--- config.mk ---
export PLATFORM = sky130hd
export DESIGN_NAME = mclk_prescale_chain
export DESIGN_NICKNAME = d
export VERILOG_FILES = /design/src/rtl/prescale_pkg.sv /design/src/rtl/presc_stage.sv /design/src/rtl/presc_cfg_hold.sv /design/src/rtl/presc_subrate.sv /design/src/rtl/mclk_prescale_chain.sv
export SDC_FILE = /design/constraint.sdc
export NUM_CORES = 1
export LEC_CHECK = 0
export BUFFER_PORTS_ARGS = -buffer_cell sky130_fd_sc_hd__buf_2
export CORE_MARGIN = 3
export CORE_UTILIZATION = 58
export CTS_BUF_LIST = sky130_fd_sc_hd__clkbuf_2 sky130_fd_sc_hd__clkbuf_4 sky130_fd_sc_hd__clkbuf_8
export DETAILED_ROUTE_END_ITERATION = 12
export GPL_ROUTABILITY_DRIVEN = 0
export PLACE_DENSITY = 0.93
export SLEW_MARGIN = 20
export SYNTH_ARGS = -nofsm -noshare
export SYNTH_HDL_FRONTEND = slang
export SYNTH_SLANG_ARGS = --single-unit
--- constraint.sdc ---
create_clock -name clk -period 2.7 [get_ports clk]
set_input_delay 0 -clock clk [delete_from_list [all_inputs] [get_ports clk]]
set_output_delay 0 -clock clk [all_outputs]
set_load 0.02 [all_outputs]
--- src/rtl/prescale_pkg.sv ---
package prescale_pkg;

  // Two divider variants exist in the chain.
  typedef enum logic [0:0] {
    KIND_ODD  = 1'b0,   // divide 1 / 2 / 3
    KIND_POW2 = 1'b1    // divide 1 / 2 / 4
  } stage_kind_e;

  localparam int NUM_STAGES  = 3;
  localparam int SEL_W       = 2;
  localparam int CFG_W       = 10;
  localparam int USED_CFG_W  = NUM_STAGES * SEL_W;
  localparam int RATIO_W     = 3;
  localparam int CNT_W       = 2;

  localparam int FRAME_LOG2  = 8;
  localparam int FAST_LOG2   = 7;
  localparam int ADC_LOG2    = 2;
  localparam int DAC_LOG2    = 1;

  function automatic stage_kind_e kind_of(input int idx);
    return (idx == NUM_STAGES - 1) ? KIND_POW2 : KIND_ODD;
  endfunction

  function automatic logic [RATIO_W-1:0] ratio_of(input stage_kind_e kind,
                                                  input logic [SEL_W-1:0] sel);
    logic [RATIO_W-1:0] r;
    case (sel)
      2'b01:   r = 3'd2;
      2'b10:   r = (kind == KIND_POW2) ? 3'd4 : 3'd3;
      default: r = 3'd1;
    endcase
    return r;
  endfunction

endpackage

--- src/rtl/presc_stage.sv ---
module presc_stage
  import prescale_pkg::*;
#(
  parameter stage_kind_e KIND = KIND_ODD
) (
  input  logic             clk,
  input  logic             rst_n,
  input  logic             in_en,
  input  logic [SEL_W-1:0] sel,
  output logic             out_en
);

  logic [RATIO_W-1:0] ratio;
  logic [RATIO_W-1:0] last_full;
  logic [CNT_W-1:0]   last;
  logic [CNT_W-1:0]   cnt;
  logic               at_term;

  always_comb begin
    ratio     = ratio_of(KIND, sel);
    last_full = ratio - 3'd1;
    last      = last_full[CNT_W-1:0];
    at_term   = (cnt == last);
    out_en    = in_en & at_term;
  end

  always_ff @(posedge clk) begin
    if (!rst_n)
      cnt <= '0;
    else if (in_en)
      cnt <= at_term ? '0 : cnt + 1'b1;
  end

endmodule

--- src/rtl/presc_cfg_hold.sv ---
module presc_cfg_hold
  import prescale_pkg::*;
(
  input  logic                  clk,
  input  logic                  rst_n,
  input  logic                  boundary,
  input  logic [USED_CFG_W-1:0] cfg_in,
  input  logic                  fast_in,
  output logic [USED_CFG_W-1:0] cfg_act,
  output logic                  fast_act
);

  // Sample while in reset, then only on a frame boundary.
  always_ff @(posedge clk) begin
    if (!rst_n || boundary) begin
      cfg_act  <= cfg_in;
      fast_act <= fast_in;
    end
  end

endmodule

--- src/rtl/presc_subrate.sv ---
module presc_subrate
  import prescale_pkg::*;
(
  input  logic clk,
  input  logic rst_n,
  input  logic tick,
  input  logic fast,
  output logic dac_en,
  output logic adc_en,
  output logic frame_en
);

  logic [FRAME_LOG2-1:0] sub_cnt;
  logic                  end_full;
  logic                  end_fast;

  always_comb begin
    end_full = &sub_cnt;
    end_fast = &sub_cnt[FAST_LOG2-1:0];
    dac_en   = tick & (&sub_cnt[DAC_LOG2-1:0]);
    adc_en   = tick & (&sub_cnt[ADC_LOG2-1:0]);
    frame_en = tick & (fast ? end_fast : end_full);
  end

  // Restart on every frame so a length switch never leaves a partial frame.
  always_ff @(posedge clk) begin
    if (!rst_n)
      sub_cnt <= '0;
    else if (tick)
      sub_cnt <= frame_en ? '0 : sub_cnt + 1'b1;
  end

endmodule

--- src/rtl/mclk_prescale_chain.sv ---
module mclk_prescale_chain
  import prescale_pkg::*;
(
  input  logic             clk,
  input  logic             rst_n,
  input  logic [CFG_W-1:0] cfg_word,
  input  logic             fast_frame,
  output logic             imclk_en,
  output logic             dac_mod_en,
  output logic             adc_mod_en,
  output logic             frame_stb
);

  logic [USED_CFG_W-1:0] act_fields;
  logic                  act_fast;
  logic [NUM_STAGES:0]   chain_en;
  logic                  tick;
  logic                  sub_dac, sub_adc, sub_frame;
  logic                  unused_hi;

  assign unused_hi = ^cfg_word[CFG_W-1:USED_CFG_W];

  presc_cfg_hold u_hold (
    .clk      (clk),
    .rst_n    (rst_n),
    .boundary (sub_frame),
    .cfg_in   (cfg_word[USED_CFG_W-1:0]),
    .fast_in  (fast_frame),
    .cfg_act  (act_fields),
    .fast_act (act_fast)
  );

  assign chain_en[0] = 1'b1;

  for (genvar g = 0; g < NUM_STAGES; g++) begin : g_stage
    presc_stage #(.KIND(kind_of(g))) u_stage (
      .clk    (clk),
      .rst_n  (rst_n),
      .in_en  (chain_en[g]),
      .sel    (act_fields[g*SEL_W +: SEL_W]),
      .out_en (chain_en[g+1])
    );
  end

  assign tick = rst_n & chain_en[NUM_STAGES];

  presc_subrate u_sub (
    .clk      (clk),
    .rst_n    (rst_n),
    .tick     (tick),
    .fast     (act_fast),
    .dac_en   (sub_dac),
    .adc_en   (sub_adc),
    .frame_en (sub_frame)
  );

  assign imclk_en   = tick;
  assign dac_mod_en = sub_dac;
  assign adc_mod_en = sub_adc;
  assign frame_stb  = sub_frame;

endmodule

==> run_results.csv, run 1 <==
group,metric,value,unit
outcome,outcome,"finished, final reports clean",
critical_path,crit_family,"simple AND/OR/NAND/NOR gates",
clocking,path_clk_slew,0.12,ns
global_route,grt.overflow.total,0,
floorplan,start_util,63.7,%
sta,tns,0,ns
floorplan,die-area,2550,um2
synthesis,yosysWarnings,0,
critical_path,cpPeakStageDelay,0.39,ns
sta,clock_skew,0.00404,ns
critical_path,end_kind,"output port",
clocking,clock_sinks,21,
layout,nets,150,
global_route,grtUsageTotal,21.8,%
detailed_routing,first_pass_iters,4,
critical_path,crit_buf_inv,2,
placement,dp_slack,0.775,ns
placement,dpl.cell_count,148,
clocking,cts_tree,"done",
detailed_routing,routedWlPerCell,15.2,um
detailed_routing,ant_nets,0,
layout,drive_gt1_share,20.9,%
sta,slew_violations,0,
critical_path,crit_path_top_delay_cell,"edfxtp_1",
detailed_routing,vias_per_cell,6.23,
placement,io_buffer_count,12,
power_and_ir_drop,ir_drop,0.515,mV
floorplan,core,1800,um2
synthesis,netlist_area,1150,um2
synthesis,synth-seq-area-share,42.7,%
worst_hold_path,min_path_type,"in -> reg",
synthesis,synth_commonest_cells,"dfxtp_1 (14), nand2_1 (8), a21oi_1 (7), and3_1 (7), edfxtp_1 (7)",
synthesis,synth_edf_count,7,
synthesis,synth_ff_type,"dfxtp_1",
detailed_routing,drtIter0Drc,28,
sta,setup_ws,0.529,ns
clocking,post_cts_buffers,0,
detailed_routing,wl,2420,um
layout,diodes,0,
clocking,clock_path_buffers,2,
synthesis,yosysTopAreaCell,"dfxtp_1",
layout,fin_cells,159,
global_route,antenna_found_initial,0,
power_and_ir_drop,leakagePower,0.523,nW
critical_path,cp.required,2.70,ns
synthesis,netlist.area_leader.share,24.4,%
synthesis,synth_seq_cells,21,
synthesis,syn-instance-count,112,
sta,hold_viol_final,0,
sta,layout_min_cycle_time,2.17,ns
floorplan,die_w,50.5,um
sta,hold_ws,0.0542,ns
layout,fillers,128,
critical_path,critPathMaxFanout,8,
critical_path,cp.arrival,2.17,ns
synthesis,netlist_top_cells_area,"dfxtp_1 (24%), edfxtp_1 (18%), and3_1 (3.8%)",
floorplan,die_h,50.5,um
critical_path,path_cells,"ha_1, xor2_2, nand2_2, nor3_4, buf_4, and3_1, buf_2",
synthesis,async_reset_ff_share,0,%
global_route,grt_start_max_net_pins,19,
power_and_ir_drop,p_per_area,568,nW/um2
clocking,clock-root-buffer,"clkbuf_4",
floorplan,rows,15,
layout,area_delta_synth_final,16.1,%
sta,clock.fmax,0.461,GHz
synthesis,synth_most_common_cell,"dfxtp_1",
global_route,grt_pass1_vias,942,
critical_path,cp-start-kind,"register",
sta,rsz0062_at_grt,"false",
sta,worst_pin_slew,0.465,ns
clocking,h-tree-depth,1,
detailed_routing,drc_errors,0,
critical_path,path_class,"reg -> out",
global_route,grt_pass1_wl,4200,um
synthesis,postSynthAreaPerCell,10.2,um2
sta,final-setup-viol-count,0,
clocking,numCtsBuffers,3,
sta,fin_crit_sh,80.4,%
job,drv_cap,0,
synthesis,syn_nets,127,
floorplan,pin_count,17,
placement,place_hpwl,1660,um
sta,maxSlewHeadroom,68.9,%
detailed_routing,vias,991,
clocking,clock_latency,0.31,ns
synthesis,ys_types,43,
## flip-flops by register name, indices dropped and copies added (netlist names)
signal and cells:
u_hold.fast_act 1, u_sub.sub_cnt 8, u_hold.cfg_act 6, g_stage.u_stage.cnt 6
## cell type report
| type | instances | area (um2) | share of cell area, % |
|---|---|---|---|
| Inverter | 5 | 18.8 | 1.41 |
| Clock inverter | 1 | 5.00 | 0.376 |
| Clock buffer | 3 | 22.5 | 1.69 |
| Multi-Input combinational cell | 82 | 612 | 45.9 |
| Timing Repair Buffer | 22 | 153 | 11.5 |
| Sequential cell | 21 | 490 | 36.8 |
| Tap cell | 25 | 31.3 | 2.35 |
## cells in the final DEF, fill, tap and decap left out, drive strengths merged, types with 4 or more instances in the layout
| cell type | Yosys | layout |
|---|---|---|
| buf | 2 | 15 |
| dlygate4sd3 | 0 | 7 |
| nand3 | 4 | 4 |
| nand2 | 9 | 9 |
| xnor2 | 4 | 4 |
| nor2 | 5 | 5 |
| dfxtp | 14 | 14 |
| edfxtp | 7 | 7 |
| o21ai | 4 | 4 |
| inv | 5 | 5 |
| and3 | 7 | 7 |
| a21oi | 7 | 7 |
| and4bb | 4 | 4 |
## stage by stage
step                      power, mW  util [%]  cell area, um2
after global placement        0.582      68.5            1230
after global routing          0.792      74.0            1330
after CTS                     0.749      74.0            1330
final                         0.757      74.0            1330
after detailed placement      0.595      68.5            1230
after floorplan               0.548         -            1150
## worst paths after layout
path	from	to	slack [ns]	cells past startpoint
hold reg to reg	u_sub.sub_cnt[1]$_SDFFE_PN0P_	u_sub.sub_cnt[1]$_SDFFE_PN0P_	0.50	2
setup reg to reg	u_hold.cfg_act[5]$_DFFE_PP_	u_hold.cfg_act[3]$_DFFE_PP_	0.73	5
hold / removal	rst_n	u_sub.sub_cnt[3]$_SDFFE_PN0P_	0.05	2
setup / recovery	u_hold.cfg_act[5]$_DFFE_PP_	frame_stb	0.53	7
## repair_timing
item,CTS,global route
resized for setup,0,0
hold endpoints to repair,7,0
hold buffers,7,0
## layer usage
layer	share of wire, %	track usage (%)	wire length [um]	vias up
met3	7.0	4.45	170	8
li1	-	-	-	472
met5	0	0	0	-
met4	2.9	10.8	70	0
met1	43	30.0	1040	464
met2	47	32.4	1130	47
## cell families after synthesis
| kind of cell | after synthesis | share of synthesized area (%) |
|---|---|---|
| simple gates | 45 | 24.9 |
| compound gates | 27 | 18.5 |
| flops | 21 | 42.7 |
| buf+inv | 9 | 3.93 |
| xor+xnor | 5 | 5.13 |
| mux | 3 | 2.62 |
| fa+ha+maj | 2 | 2.18 |
## where the power goes
part,switching (mW),internal (mW)
logic,0.128,0.0892
clock network,0.100,0.0555
registers,0.0305,0.353
No activity file was read; power rests on OpenSTA's default activity.
==> run 2, diff against run 1 <==
- CORE_UTILIZATION: 58 -> 52
- PLACE_DENSITY: 0.93 -> 0.89
- clock period: 2.7 -> 1.75 ns (I/O delays scaled with it)
==> run_results.csv, run 2 (synthesis gave the netlist of run 1 again) <==
group,metric,value,unit
detailed_routing,vias_per_cell,7.00,
sta,layout_min_cycle_time,2.10,ns
global_route,grt_start_max_net_pins,19,
clocking,clock-root-buffer,"clkbuf_4",
floorplan,pin_count,17,
placement,place_area,1320,um2
global_route,met1_usage,38.1,%
detailed_routing,drc_errors,0,
detailed_routing,routedWlPerCell,25.7,um
global_route,antenna_found_initial,0,
layout,reg.largest.list,"u_sub.sub_cnt x8, g_stage.u_stage.cnt x6, u_hold.cfg_act x6",
worst_hold_path,min_from,"rst_n",
floorplan,die-area,2810,um2
worst_hold_path,hold_end,"u_sub.sub_cnt[3]$_SDFFE_PN0P_",
worst_hold_path,whs_path_depth,2,
placement,place_hpwl,1810,um
sta,hold_viol_final,0,
global_route,grt.overflow.total,0,
global_route,use_met3,8.17,%
sta,slew_violations,0,
critical_path,r2r_cells,7,
sta,fin_crit_sh,120,%
placement,dp_slack,-0.137,ns
job,drv_cap,0,
layout,largest_register_ffs,8,
detailed_routing,wl,4830,um
layout,final_cell_mix,"buf_4 (21), dfxtp_1 (13), buf_6 (13)",
power_and_ir_drop,p_per_area,945,nW/um2
layout,final_common_cell,"buf_4",
layout,final_util,85.8,%
sta,worst_pin_slew,0.400,ns
sta,rsz0062_at_grt,"true",
layout,drive_gt1_share,45.3,%
clocking,clock_path_buffers,2,
critical_path,cp.arrival,2.10,ns
clocking,clock_sinks,21,
sta,tns,-4.28,ns
sta,clock_skew,0.0153,ns
global_route,grt_pass1_vias,1184,
sta,hold_ws,0.101,ns
floorplan,rows,16,
layout,area_delta_synth_final,51.3,%
critical_path,path_class,"reg -> out",
detailed_routing,ant_nets,0,
critical_path,end_kind,"output port",
clocking,path_clk_slew,0.14,ns
critical_path,worst-r2r-setup-slack,-0.30,ns
sta,final-setup-viol-count,22,
power_and_ir_drop,ir_drop,0.804,mV
sta,maxSlewHeadroom,73.3,%
floorplan,start_util,56.7,%
outcome,violations,"setup timing",
floorplan,die_h,53.0,um
critical_path,critPathMaxFanout,5,
outcome,outcome,"finished with violations",
critical_path,rr_startpoint,"u_hold.cfg_act[5]$_DFFE_PP_",
global_route,grtUsageTotal,31.4,%
sta,clock.fmax,0.476,GHz
power_and_ir_drop,total_power,1.64,mW
clocking,clock_latency,0.32,ns
worst_hold_path,min_path_type,"in -> reg",
detailed_routing,vias,1316,
global_route,grt_pass1_wl,6180,um
layout,nets,177,
layout,top_register,"u_sub.sub_cnt",
sta,setup_ws,-0.350,ns
clocking,h-tree-depth,1,
layout,stdcell_area,1740,um2
detailed_routing,drtIter0Drc,118,
layout,diodes,0,
layout,fin_cells,188,
global_route,use_met2,51.4,%
clocking,cts_tree,"done",
critical_path,r2r-end,"u_sub.sub_cnt[4]$_SDFFE_PN0P_",
placement,io_buffer_count,12,
placement,dpl.cell_count,159,
critical_path,cp-start-kind,"register",
clocking,numCtsBuffers,3,
global_route,grt-busiest-layer,"met2",
floorplan,die_w,53.0,um
critical_path,cp.required,1.75,ns
power_and_ir_drop,leakagePower,0.693,nW
detailed_routing,first_pass_iters,5,
floorplan,core,2020,um2
-- run 2: cell count changes in the layout (fill, tap and decap cells not counted), sizes merged --
cell  before  now
buf       15   42
-- run 2: power breakdown --
part	internal (mW)	leakage (nW)	switching [mW]
Clock	0.0855	0.0177	0.167
Combinational	0.391	0.492	0.395
Sequential	0.546	0.182	0.0561
-- run 2: how the worst max path moves through the flow --
| stage | end | startpoint | slack [ns] |
|---|---|---|---|
| after CTS | adc_mod_en | u_hold.cfg_act[2]$_DFFE_PP_ | -0.20 |
| after global placement | u_hold.cfg_act[1]$_DFFE_PP_ | u_hold.cfg_act[5]$_DFFE_PP_ | 0.008 |
| after floorplan | u_hold.cfg_act[0]$_DFFE_PP_ | u_hold.cfg_act[3]$_DFFE_PP_ | -0.12 |
| final | adc_mod_en | u_hold.cfg_act[5]$_DFFE_PP_ | -0.35 |
| after detailed placement | u_sub.sub_cnt[5]$_SDFFE_PN0P_ | u_hold.cfg_act[4]$_DFFE_PP_ | -0.14 |
| after global routing | adc_mod_en | u_hold.cfg_act[5]$_DFFE_PP_ | -0.38 |
-- run 2: timing repair --
| action | 4_1_cts | 5_1_grt |
|---|---|---|
| endpoints found under the setup margin | 17 | 21 |
| pin swaps | 14 | 12 |
| hold buffers | 7 | 0 |
| hold endpoints to repair | 7 | 0 |
| buffers inserted | 8 | 11 |
| gates resized for setup | 20 | 23 |
-- run 2: cell type report --
type                    count  area [um2]
flip-flops and latches     21         492
clock inverters             1        5.00
repair buffers             49         414
inverters                   5        18.8
fillers                    88         287
well taps                  27        33.8
clock buffers               3        22.5
multi-input cells          82         749
-- run 2: critical path, cell delays in order, from the launching register on --
cell and delay, ns:
edfxtp_1 0.45, ha_4 0.32, xor2_4 0.19, nand2_4 0.11
nor3_4 0.24, buf_6 0.15, and3_4 0.19, buf_6 0.11
-- run 2: routing by layer --
metal	wire, um	vias up
met5	0	-
met4	327	0
met3	611	43
met2	2150	134
met1	1740	615
li1	-	524
